[config.mk]
export PLATFORM = sky130hd
export DESIGN_NAME = msw_ctrl
export DESIGN_NICKNAME = d
export VERILOG_FILES = /design/src/rtl/msw_pkg.sv /design/src/rtl/msw_regs.sv /design/src/rtl/msw_priv_gate.sv /design/src/rtl/msw_cop_check.sv /design/src/rtl/msw_ctrl.sv
export SDC_FILE = /design/constraint.sdc
export NUM_CORES = 1
export LEC_CHECK = 0
export ABC_AREA = 1
export ABC_CLOCK_PERIOD_IN_PS = 1300
export BUFFER_PORTS_ARGS = -buffer_cell sky130_fd_sc_hd__buf_2
export CAP_MARGIN = 0
export CORE_MARGIN = 1.5
export CORE_UTILIZATION = 37
export DETAILED_ROUTE_END_ITERATION = 10
export PLACE_DENSITY = 0.89
export SLEW_MARGIN = 20
export SYNTH_ARGS = -nofsm -noshare
export SYNTH_HDL_FRONTEND = slang
export SYNTH_SLANG_ARGS = --single-unit
[constraint.sdc]
create_clock -name clk -period 1.3 [get_ports clk]
set_clock_uncertainty 0.2 [all_clocks]
set_input_delay 0.26 -clock clk [delete_from_list [all_inputs] [get_ports clk]]
set_output_delay 0.26 -clock clk [all_outputs]
set_load 0.03 [all_outputs]
[src/rtl/msw_pkg.sv]
package msw_pkg;

  // command codes from the decoder
  typedef enum logic [2:0] {
    OP_NONE  = 3'd0,
    OP_LOAD  = 3'd1,
    OP_STORE = 3'd2,
    OP_CLRTS = 3'd3,
    OP_ESC   = 3'd4,
    OP_WAIT  = 3'd5
  } msw_op_e;

  // bit positions inside the status word
  localparam int unsigned BIT_PE = 0;
  localparam int unsigned BIT_MP = 1;
  localparam int unsigned BIT_EM = 2;
  localparam int unsigned BIT_TS = 3;
  localparam int unsigned NUM_LIVE_BITS = 4;

  // kind of storage behind each bit
  typedef enum logic [1:0] {
    KIND_STICKY,
    KIND_PLAIN,
    KIND_HWFLAG,
    KIND_RESERVED
  } bit_kind_e;

  function automatic bit_kind_e kind_of(input int unsigned idx);
    if (idx == BIT_PE) return KIND_STICKY;
    if (idx == BIT_MP || idx == BIT_EM) return KIND_PLAIN;
    if (idx == BIT_TS) return KIND_HWFLAG;
    return KIND_RESERVED;
  endfunction

endpackage

[src/rtl/msw_regs.sv]
module msw_regs
  import msw_pkg::*;
#(
  parameter int unsigned WORD_W = 16
) (
  input  logic              clk,
  input  logic              rst_n,
  input  logic              ld_en,
  input  logic [WORD_W-1:0] ld_data,
  input  logic              ts_hw_set,
  input  logic              ts_sw_clr,
  output logic [WORD_W-1:0] word
);

  for (genvar b = 0; b < WORD_W; b++) begin : g_bit
    localparam bit_kind_e KIND = kind_of(b);
    logic bit_q;

    if (KIND == KIND_STICKY) begin : g_sticky
      // only reset can bring it back to zero
      always_ff @(posedge clk) begin
        if (!rst_n)                  bit_q <= 1'b0;
        else if (ld_en && ld_data[b]) bit_q <= 1'b1;
      end
    end else if (KIND == KIND_PLAIN) begin : g_plain
      always_ff @(posedge clk) begin
        if (!rst_n)     bit_q <= 1'b0;
        else if (ld_en) bit_q <= ld_data[b];
      end
    end else if (KIND == KIND_HWFLAG) begin : g_hwflag
      // hardware set has priority over the software clear
      always_ff @(posedge clk) begin
        if (!rst_n)         bit_q <= 1'b0;
        else if (ts_hw_set) bit_q <= 1'b1;
        else if (ts_sw_clr) bit_q <= 1'b0;
      end
    end else begin : g_reserved
      // loads never reach these bits
      always_ff @(posedge clk) begin
        if (!rst_n) bit_q <= 1'b0;
        else        bit_q <= bit_q;
      end
    end

    assign word[b] = bit_q;
  end

endmodule

[src/rtl/msw_priv_gate.sv]
module msw_priv_gate
  import msw_pkg::*;
#(
  parameter int unsigned CPL_W = 2
) (
  input  logic             take,
  input  msw_op_e          op,
  input  logic [CPL_W-1:0] cpl,
  input  logic             real_mode,
  output logic             load_ok,
  output logic             clear_ok,
  output logic             priv_fault
);

  logic ring0;
  logic load_allowed;
  logic is_load;
  logic is_clear;

  always_comb begin
    ring0        = (cpl == '0);
    load_allowed = real_mode || ring0;
    is_load      = take && (op == OP_LOAD);
    is_clear     = take && (op == OP_CLRTS);
    load_ok      = is_load && load_allowed;
    clear_ok     = is_clear && ring0;
    priv_fault   = (is_load && !load_allowed) || (is_clear && !ring0);
  end

endmodule

[src/rtl/msw_cop_check.sv]
module msw_cop_check
  import msw_pkg::*;
(
  input  logic    take,
  input  msw_op_e op,
  input  logic    mp,
  input  logic    em,
  input  logic    ts,
  output logic    cop_fault
);

  logic esc_trap;
  logic wait_trap;

  always_comb begin
    esc_trap  = (op == OP_ESC) && (em || ts);
    wait_trap = (op == OP_WAIT) && mp && ts;
    cop_fault = take && (esc_trap || wait_trap);
  end

endmodule

[src/rtl/msw_ctrl.sv]
module msw_ctrl
  import msw_pkg::*;
#(
  parameter int unsigned WORD_W   = 16,
  parameter int unsigned CPL_W    = 2,
  parameter int unsigned VEC_W    = 8,
  parameter int unsigned COP_VEC  = 7,
  parameter int unsigned PRIV_VEC = 13
) (
  input  logic              clk,
  input  logic              rst_n,
  input  logic              real_mode,
  input  logic [CPL_W-1:0]  cpl,
  input  logic              ts_set,
  input  logic              cmd_valid,
  output logic              cmd_ready,
  input  logic [2:0]        cmd_op,
  input  logic [WORD_W-1:0] cmd_data,
  output logic              st_valid,
  input  logic              st_ready,
  output logic [WORD_W-1:0] st_data,
  output logic              fault_valid,
  output logic [VEC_W-1:0]  fault_vec,
  output logic [WORD_W-1:0] status_word
);

  localparam logic [VEC_W-1:0] COP_CODE  = VEC_W'(COP_VEC);
  localparam logic [VEC_W-1:0] PRIV_CODE = VEC_W'(PRIV_VEC);

  msw_op_e op;
  logic    take;
  logic    load_ok, clear_ok, priv_fault, cop_fault;
  logic    st_valid_q;
  logic [WORD_W-1:0] st_data_q;
  logic    fault_q;
  logic [VEC_W-1:0] vec_q;

  assign op        = msw_op_e'(cmd_op);
  assign cmd_ready = !st_valid_q;
  assign take      = cmd_valid && cmd_ready;

  msw_priv_gate #(.CPL_W(CPL_W)) i_gate (
    .take       (take),
    .op         (op),
    .cpl        (cpl),
    .real_mode  (real_mode),
    .load_ok    (load_ok),
    .clear_ok   (clear_ok),
    .priv_fault (priv_fault)
  );

  msw_cop_check i_cop (
    .take      (take),
    .op        (op),
    .mp        (status_word[BIT_MP]),
    .em        (status_word[BIT_EM]),
    .ts        (status_word[BIT_TS]),
    .cop_fault (cop_fault)
  );

  msw_regs #(.WORD_W(WORD_W)) i_regs (
    .clk       (clk),
    .rst_n     (rst_n),
    .ld_en     (load_ok),
    .ld_data   (cmd_data),
    .ts_hw_set (ts_set),
    .ts_sw_clr (clear_ok),
    .word      (status_word)
  );

  // store result stream: holds until the consumer takes it
  always_ff @(posedge clk) begin
    if (!rst_n) begin
      st_valid_q <= 1'b0;
      st_data_q  <= '0;
    end else if (take && op == OP_STORE) begin
      st_valid_q <= 1'b1;
      st_data_q  <= status_word;
    end else if (st_valid_q && st_ready) begin
      st_valid_q <= 1'b0;
    end
  end

  // fault strobe, one cycle per faulting command
  always_ff @(posedge clk) begin
    if (!rst_n) begin
      fault_q <= 1'b0;
      vec_q   <= '0;
    end else begin
      fault_q <= priv_fault || cop_fault;
      if (priv_fault)     vec_q <= PRIV_CODE;
      else if (cop_fault) vec_q <= COP_CODE;
    end
  end

  assign st_valid    = st_valid_q;
  assign st_data     = st_data_q;
  assign fault_valid = fault_q;
  assign fault_vec   = vec_q;

endmodule

# Word level (Yosys, flattened, before mapping)
# Index checks and enable logic that the tools add are counted.
[op_classes]
muxes = 6
eq_ne = 5
bitwise_logic = 1
n_reduce_logical = 27
[ops]
columns = ["operator", "n"]
rows = [
  ["logical AND 1 bit", 14],
  ["2-to-1 mux 4 bit", 2],
  ["== test 3 x 2 -> 1 bit, second input constant", 2],
  ["== test 3 bit, second input constant", 2],
  ["nonzero test 2 bit", 3],
  ["logical OR 1 bit", 5],
  ["2-to-1 mux 1 bit", 4],
  ["== test 3 x 1 -> 1 bit, second input constant", 1],
  ["zero test 1 bit", 3],
  ["zero test 2 bit", 1],
  ["OR reduction 2 bit", 1],
  ["NOT 1 bit", 1],
]
[word_totals]
reg_bits = 14

# Logic depth before layout (Yosys ltp)
# Gate-level depths: netlist (run 1).
[depth]
depth_word = 7
mapped_depth = 8
ltp_nobuf = 8

# Cells and area by module
# Synthesis (run 1) repeated with hierarchy kept, for this count alone.
[unflattened]
hier_cells = 194
hier_area_um2 = 1337.5
[modules_own_cells]
columns = ["mod", "cells_per_inst", "area_per_inst_um2", "n_inst", "seq_area_each_um2"]
rows = [
  ["msw_ctrl", 133, 967.2, 1, 420.4],
  ["msw_regs", 35, 261.5, 1, 80.1],
  ["msw_priv_gate", 18, 73.8, 1, 0.0],
  ["msw_cop_check", 8, 35.0, 1, 0.0],
]

# Least setup slack after synthesis (run 1)
# OpenSTA, ideal clock, no wires.
[synth_timing]
path_type = "reg-to-reg"
startpoint = "register st_valid_q, in the netlist st_valid"
endpoint = "register st_data_q[1], in the netlist st_data[1]"
setup_ps = 116
arrival_time_ps = 1135
setup_slack_ps = -151
t_required_ps = 984
synth_period_minus_slack_ps = 1451
path_buffers = 0
path_stages_with_launch = 8
cell_sequence = "dfxtp_1 inv_2 nand2_2 nor2_4 nand3_2 clkinv_2 nor2_1 nor2_1"
[synth_between]
elab_chain_cells = 3
[synth_lines]
columns = ["element", "line", "source"]
rows = [
  ["from (decl)", "msw_ctrl.sv:33", "logic st_valid_q;"],
  ["from (signal assigned)", "msw_ctrl.sv:74", "st_valid_q <= 1'b0;"],
  ["from (signal assigned)", "msw_ctrl.sv:77", "st_valid_q <= 1'b1;"],
  ["from (signal assigned)", "msw_ctrl.sv:80", "st_valid_q <= 1'b0;"],
  ["zero test 1 bit", "msw_ctrl.sv:39", "assign cmd_ready = !st_valid_q;"],
  ["net cmd_ready", "msw_ctrl.sv:16", "output logic cmd_ready,"],
  ["logical AND 1 bit", "msw_ctrl.sv:40", "assign take = cmd_valid && cmd_ready;"],
  ["logical AND 1 bit", "msw_ctrl.sv:76", "end else if (take && op == OP_STORE) begin"],
  ["to (signal assigned)", "msw_ctrl.sv:78", "st_data_q <= status_word;"],
  ["to (decl)", "msw_ctrl.sv:34", "logic [WORD_W-1:0] st_data_q;"],
]
# The timed path passes the listed nets, and every way through them passes these cells.
# A chain may end at the register's enable or synchronous reset.

# Worst setup path in the final report (run 1)
[layout_timing]
startpoint = "register st_valid_q, in the netlist st_valid"
endpoint = "output cmd_ready"
[layout_between]
elab_chain_cells = 1
[layout_lines]
columns = ["element", "line"]
rows = [
  ["zero test 1 bit", "msw_ctrl.sv:39"],
  ["to (decl)", "msw_ctrl.sv:16"],
]
# No other way between the ends.

==> out/results.ini, run 1 <==
[cts]
h-tree-depth=1
cts_inserted_buffers=3
clockBufferDepth=2
cts_tree=built
cts-root-buf=clkbuf_4
clk_pin_slew_ns=0.08
cts_setup_buffers=0
clock_latency_ns=0.27
clock-sinks=13

[logic_synthesis]
yosys-top-cells-area=dfxtp_1, buf_4, nor2_1
avgSynthCellArea_um2=7.04
ys_ff_latch=13
synth.distinct_cells=16
synth_cells=118
synthesis.area_um2=831
yosysWarnings=0
yosysTopAreaCell=dfxtp_1
yosysTopAreaCellShare_pct=31.3
ys_seq_area_share_pct=31.3

[power]
power.leakage_nw=0.510
total_power_w=0.000915
powerDensity_nw_per_um2=966
ir_drop_mv=0.500

[global_routing]
grt_pass1_wl_mm=2.15
grtUsageTotal_pct=11.4
grt_overflow=0
grt_max_degree=9
grt_pass1_vias=531
antenna_found_initial=0

[route]
wl_mm=1.41
drc_errors=0
num_vias=677
drt_iter0_markers=12
vias_per_cell=3.94
dr.pass1.iters=4
ant_nets=0
wl_per_cell_um=8.22

[sta]
hold_violations=0
max_freq_ghz=0.785
rsz0062_at_grt=yes
setup_viol=0
slew_viol_final=0
layout_min_cycle_time_ns=1.27
min_period_over_period_pct=98.0

[place]
place.gp.congestion=0.789
dp_hpwl_mm=1.15
placed_area_um2=862
portBuffers=28

[cells_and_area]
finalNetCount=173
postLayoutCoreUtil_pct=46.4
final_common_cell=conb_1
final_area_um2=947
ff_latch_area_um2=265
mostFrequentLayoutCells=conb_1, nor2_1, buf_2, inv_1, nand2_1
n_antenna_cell=0
multi_input_area_um2=367
drive_gt1_share_pct=31.0
syn2layout_area_growth_pct=14.0
fill_cells=231

[run_status]
status=finished, final reports clean

[floorplan]
io-pin-count=70
initial_core_util_pct=40.7
die_w_um=50.4
die_h_um=50.4
fp-row-count=16
core_um2=2040
die_area_um2=2540

[worst_setup_path]
startpoint_type=register
required_ns=0.84
arrival_ns=0.81
max_stage_delay_ns=0.37
slowest_stage=dfxtp_2
cp_max_fo=3
path_class=register to primary output
worstSetupEndpointType=primary output
path_cells=inv_4, buf_6

[job]
max-cap-violations=0

[hold_path]
min_path_type=input port to register

## metrics by stage
step	worst slack, ns	hold slack [ns]	TNS (ns)	cells
6_report	0.0266	0.0538	0	172
4_1_cts	0.000162	0.0432	0	172
5_1_grt	-0.0248	0.0393	-0.0781	172
3_3_place_gp	0.0320	0.245	0	167
2_1_floorplan	0.000113	0.170	0	145
3_5_place_dp	0.0249	0.248	0	167
## layout make-up
type,count,share of cell area [%]
timing repair buffer,29,19.8
tap,27,3.57
multi-input combinational,82,38.7
clock buffer,4,2.77
inverter,17,7.13
sequential,13,28.0
## cell usage after synthesis (all sizes together)
library cell / number
dfxtp: 13
nor2: 20
inv: 16
conb: 1
o21ai: 4
a21oi: 6
nand3: 9
clkinv: 1
buf: 33
nand2: 15
## critical path: cells and delay by family, from the launching register on
kind	cells	cell delay [ns]
flops	1	0.37
buf+inv	2	0.18
## metal layers
metal  up-vias  global-route usage, %  share of wire [%]
li1        350                      -                  -
met1       295                   12.3                 40
met2        32                   19.5                 52
met3         0                   5.95                8.7
met4         0                   2.70                  0
met5         -                      0                  0
## path summary, 6_finish.rpt
kind,from,end,slack (ns),cells after the start
max,st_valid,cmd_ready,0.03,2
min,cmd_data[1],i_regs.g_bit[1].bit_q,0.05,3
max reg2reg,st_valid,fault_vec[1],0.07,8
min reg2reg,i_regs.g_bit[0].bit_q,i_regs.g_bit[0].bit_q,0.27,2
## power by group
group          switching (W)  total [W]  leakage [nW]  internal [W]
combinational       0.000196   0.000253         0.388     0.0000566
clock               0.000122   0.000241        0.0150      0.000119
sequential        0.00000997   0.000422         0.107      0.000412
total               0.000328   0.000915         0.510      0.000587
## cell families (layout without fill, tap and decap cells)
kind of cell,Yosys count,in the layout,synth area share (%)
buffers and inverters,50,50,37.7
and+or+nand+nor,44,44,24.5
AOI/OAI and AO/OA,10,10,6.02
DFF,13,13,31.3
other,1,28,0.451
## registers in the layout, indices dropped and copies added, names as in the netlist
signal and cells:
fault_valid 1, fault_vec 3, i_regs.g_bit.bit_q 4, st_data 4, st_valid 1
## timing repair
item	CTS	global route
resized for setup	9	14
hold buffers	1	0
hold endpoints to repair	1	0
endpoints found under the setup margin	5	14
No activity file was read; power rests on OpenSTA's default activity.
==> inputs of run 2 (changes only) <==
--- a/config.mk
+++ b/config.mk
@@ -9,6 +9,7 @@
 export ABC_CLOCK_PERIOD_IN_PS = 1300
 export BUFFER_PORTS_ARGS = -buffer_cell sky130_fd_sc_hd__buf_2
 export CAP_MARGIN = 0
+export CORE_ASPECT_RATIO = 1.4
 export CORE_MARGIN = 1.5
 export CORE_UTILIZATION = 37
 export DETAILED_ROUTE_END_ITERATION = 10
==> run 2 against run 1 <==
  * Fmax down 0.20%
  * Clock-buffer cell count unchanged
  * Critical path depth unchanged
  * Die area up 0.16%
  * Utilization down 3.7 points
  * Cell count down 2.9%
  * Power down 0.18%
  * Combinational power down 2%
  * Flip-flop and latch count unchanged
  * Non-clock buffer count unchanged
  * Critical path type unchanged
  * Largest cell class unchanged
  * Largest power group unchanged
  * Highest routed layer is now met4
==> out/results.ini, run 2 (synthesized netlist as in run 1, its figures left out) <==
[floorplan]
core_um2=2150  ; was 2040 um2
die_area_um2=2540  ; about the same
die_w_um=43.1  ; was 50.4 um
fp-row-count=20  ; was 16
initial_core_util_pct=38.6  ; was 40.7%
io-pin-count=70  ; unchanged
die_h_um=59.1  ; was 50.4 um

[hold_path]
min_path_type=input port to register  ; unchanged

[global_routing]
grt_max_degree=9  ; unchanged
grt_overflow=0  ; unchanged
antenna_found_initial=0  ; unchanged
grt_pass1_wl_mm=2.13  ; was 2.15 mm
grt_pass1_vias=558  ; was 531
grtUsageTotal_pct=11.1  ; was 11.4%

[sta]
setup_viol=0  ; unchanged
min_period_over_period_pct=98.2  ; was 98.0%
max_freq_ghz=0.784  ; was 0.785 GHz
slew_viol_final=0  ; unchanged
hold_violations=0  ; unchanged
rsz0062_at_grt=yes  ; unchanged
holdWs_ns=0.0450  ; was 0.0538 ns
fin_ws_ns=0.0240  ; was 0.0266 ns
layout_min_cycle_time_ns=1.28  ; was 1.27 ns

[run_status]
status=finished, final reports clean  ; unchanged

[worst_setup_path]
cp_max_fo=3  ; unchanged
path_delay_family=flip-flops  ; unchanged
startpoint_type=register  ; unchanged
required_ns=0.84  ; about the same
arrival_ns=0.82  ; was 0.81 ns
path_cells=inv_4, buf_6  ; unchanged
max_stage_delay_ns=0.37  ; about the same
slowest_stage=dfxtp_2  ; unchanged
path_buf_inv=2  ; unchanged
worstSetupEndpointType=primary output  ; unchanged
path_class=register to primary output  ; unchanged

[cts]
cts-root-buf=clkbuf_4  ; unchanged
clock_latency_ns=0.27  ; about the same
clockBufferDepth=2  ; unchanged
h-tree-depth=1  ; unchanged
cts_inserted_buffers=3  ; unchanged
cts_tree=built  ; unchanged
clock-sinks=13  ; unchanged
clk_pin_slew_ns=0.08  ; about the same

[route]
vias_per_cell=4.08  ; was 3.94
num_vias=682  ; was 677
drt_iter0_markers=7  ; was 12
drc_errors=0  ; unchanged
ant_nets=0  ; unchanged
dr.pass1.iters=4  ; unchanged
wl_per_cell_um=8.16  ; was 8.22 um
wl_mm=1.36  ; was 1.41 mm

[place]
pre_cts_ws_ns=0.0130  ; was 0.0249 ns
portBuffers=28  ; unchanged
dp_hpwl_mm=1.17  ; was 1.15 mm
place.gp.congestion=0.777  ; was 0.789

[cells_and_area]
final_common_cell=conb_1  ; unchanged
finalNetCount=173  ; unchanged
n_antenna_cell=0  ; unchanged
mostFrequentLayoutCells=conb_1, buf_2, nor2_1, inv_1, nand2_1  ; was conb_1, nor2_1, buf_2, inv_1, nand2_1
drive_gt1_share_pct=31.0  ; unchanged
syn2layout_area_growth_pct=10.7  ; was 14.0%

[job]
max-cap-violations=0  ; unchanged

[power]
ir_drop_mv=0.383  ; was 0.500 mV
powerDensity_nw_per_um2=994  ; was 966 nW/um2
power.leakage_nw=0.511  ; was 0.510 nW

==> run 2: changes by cell type in the layout (fill, tap and decap cells not counted) <==
cell and change:
buf_2 +4, buf_6 -1, clkbuf_4 -3, nand3_2 +1, nand3_4 -1
==> run 2: worst paths after layout <==
| check | depth (start not counted) | from | slack, ns | endpoint |
|---|---|---|---|---|
| worst min register to register | 2 | fault_vec[2] | 0.26 | fault_vec[2] |
| worst max register to register | 6 | st_valid | 0.07 | st_data[2] |
| worst min-delay path | 3 | cmd_data[2] | 0.05 | i_regs.g_bit[2].bit_q |
| worst max-delay path | 2 | st_valid | 0.02 | cmd_ready |
==> run 2: per-stage QoR <==
stage	setup TNS [ns]	std cells	area [um2]	power (W)	utilization (%)
3_3_place_gp	0	162	856	0.000666	39.8
2_1_floorplan	0	145	936	0.000690	-
3_5_place_dp	0	162	856	0.000668	39.8
4_1_cts	0	167	913	0.000915	42.4
6_report	0	167	920	0.000914	42.7
5_1_grt	-0.175	167	920	0.000946	42.7
==> run 2: per-layer routing <==
metal  GRT usage, %  share of wire [%]  vias to the layer above
met5              0                  0                        -
met4           8.23                2.6                        0
met3           1.22                9.6                        4
met2           21.0                 52                       42
met1           10.7                 36                      281
li1               -                  -                      355
==> run 2: layout make-up <==
type	instances	area (um2)
Sequential cell	13	265
Timing Repair Buffer	29	174
Inverter	17	67.6
Clock buffer	4	26.3
Multi-Input combinational cell	82	359
Fill cell	250	1230
Tap cell	22	27.5
==> run 2: power breakdown <==
group          leakage, nW  internal [W]  switching, W
combinational        0.389     0.0000529      0.000194
clock               0.0150      0.000119      0.000127
sequential           0.107      0.000412    0.00000910
total                0.511      0.000584      0.000330
==> run 2: tightest hold or removal path, stage by stage <==
cell     delay (ns)
buf_2          0.10
nand3_1        0.07
a21oi_1        0.06
==> run 2: what timing repair did <==
item	CTS	global route
setup endpoints to repair	6	11
buffers inserted	0	0
hold buffers	1	0
gates resized for setup	9	6
endpoints found under the hold margin	1	0
pin swaps	0	0
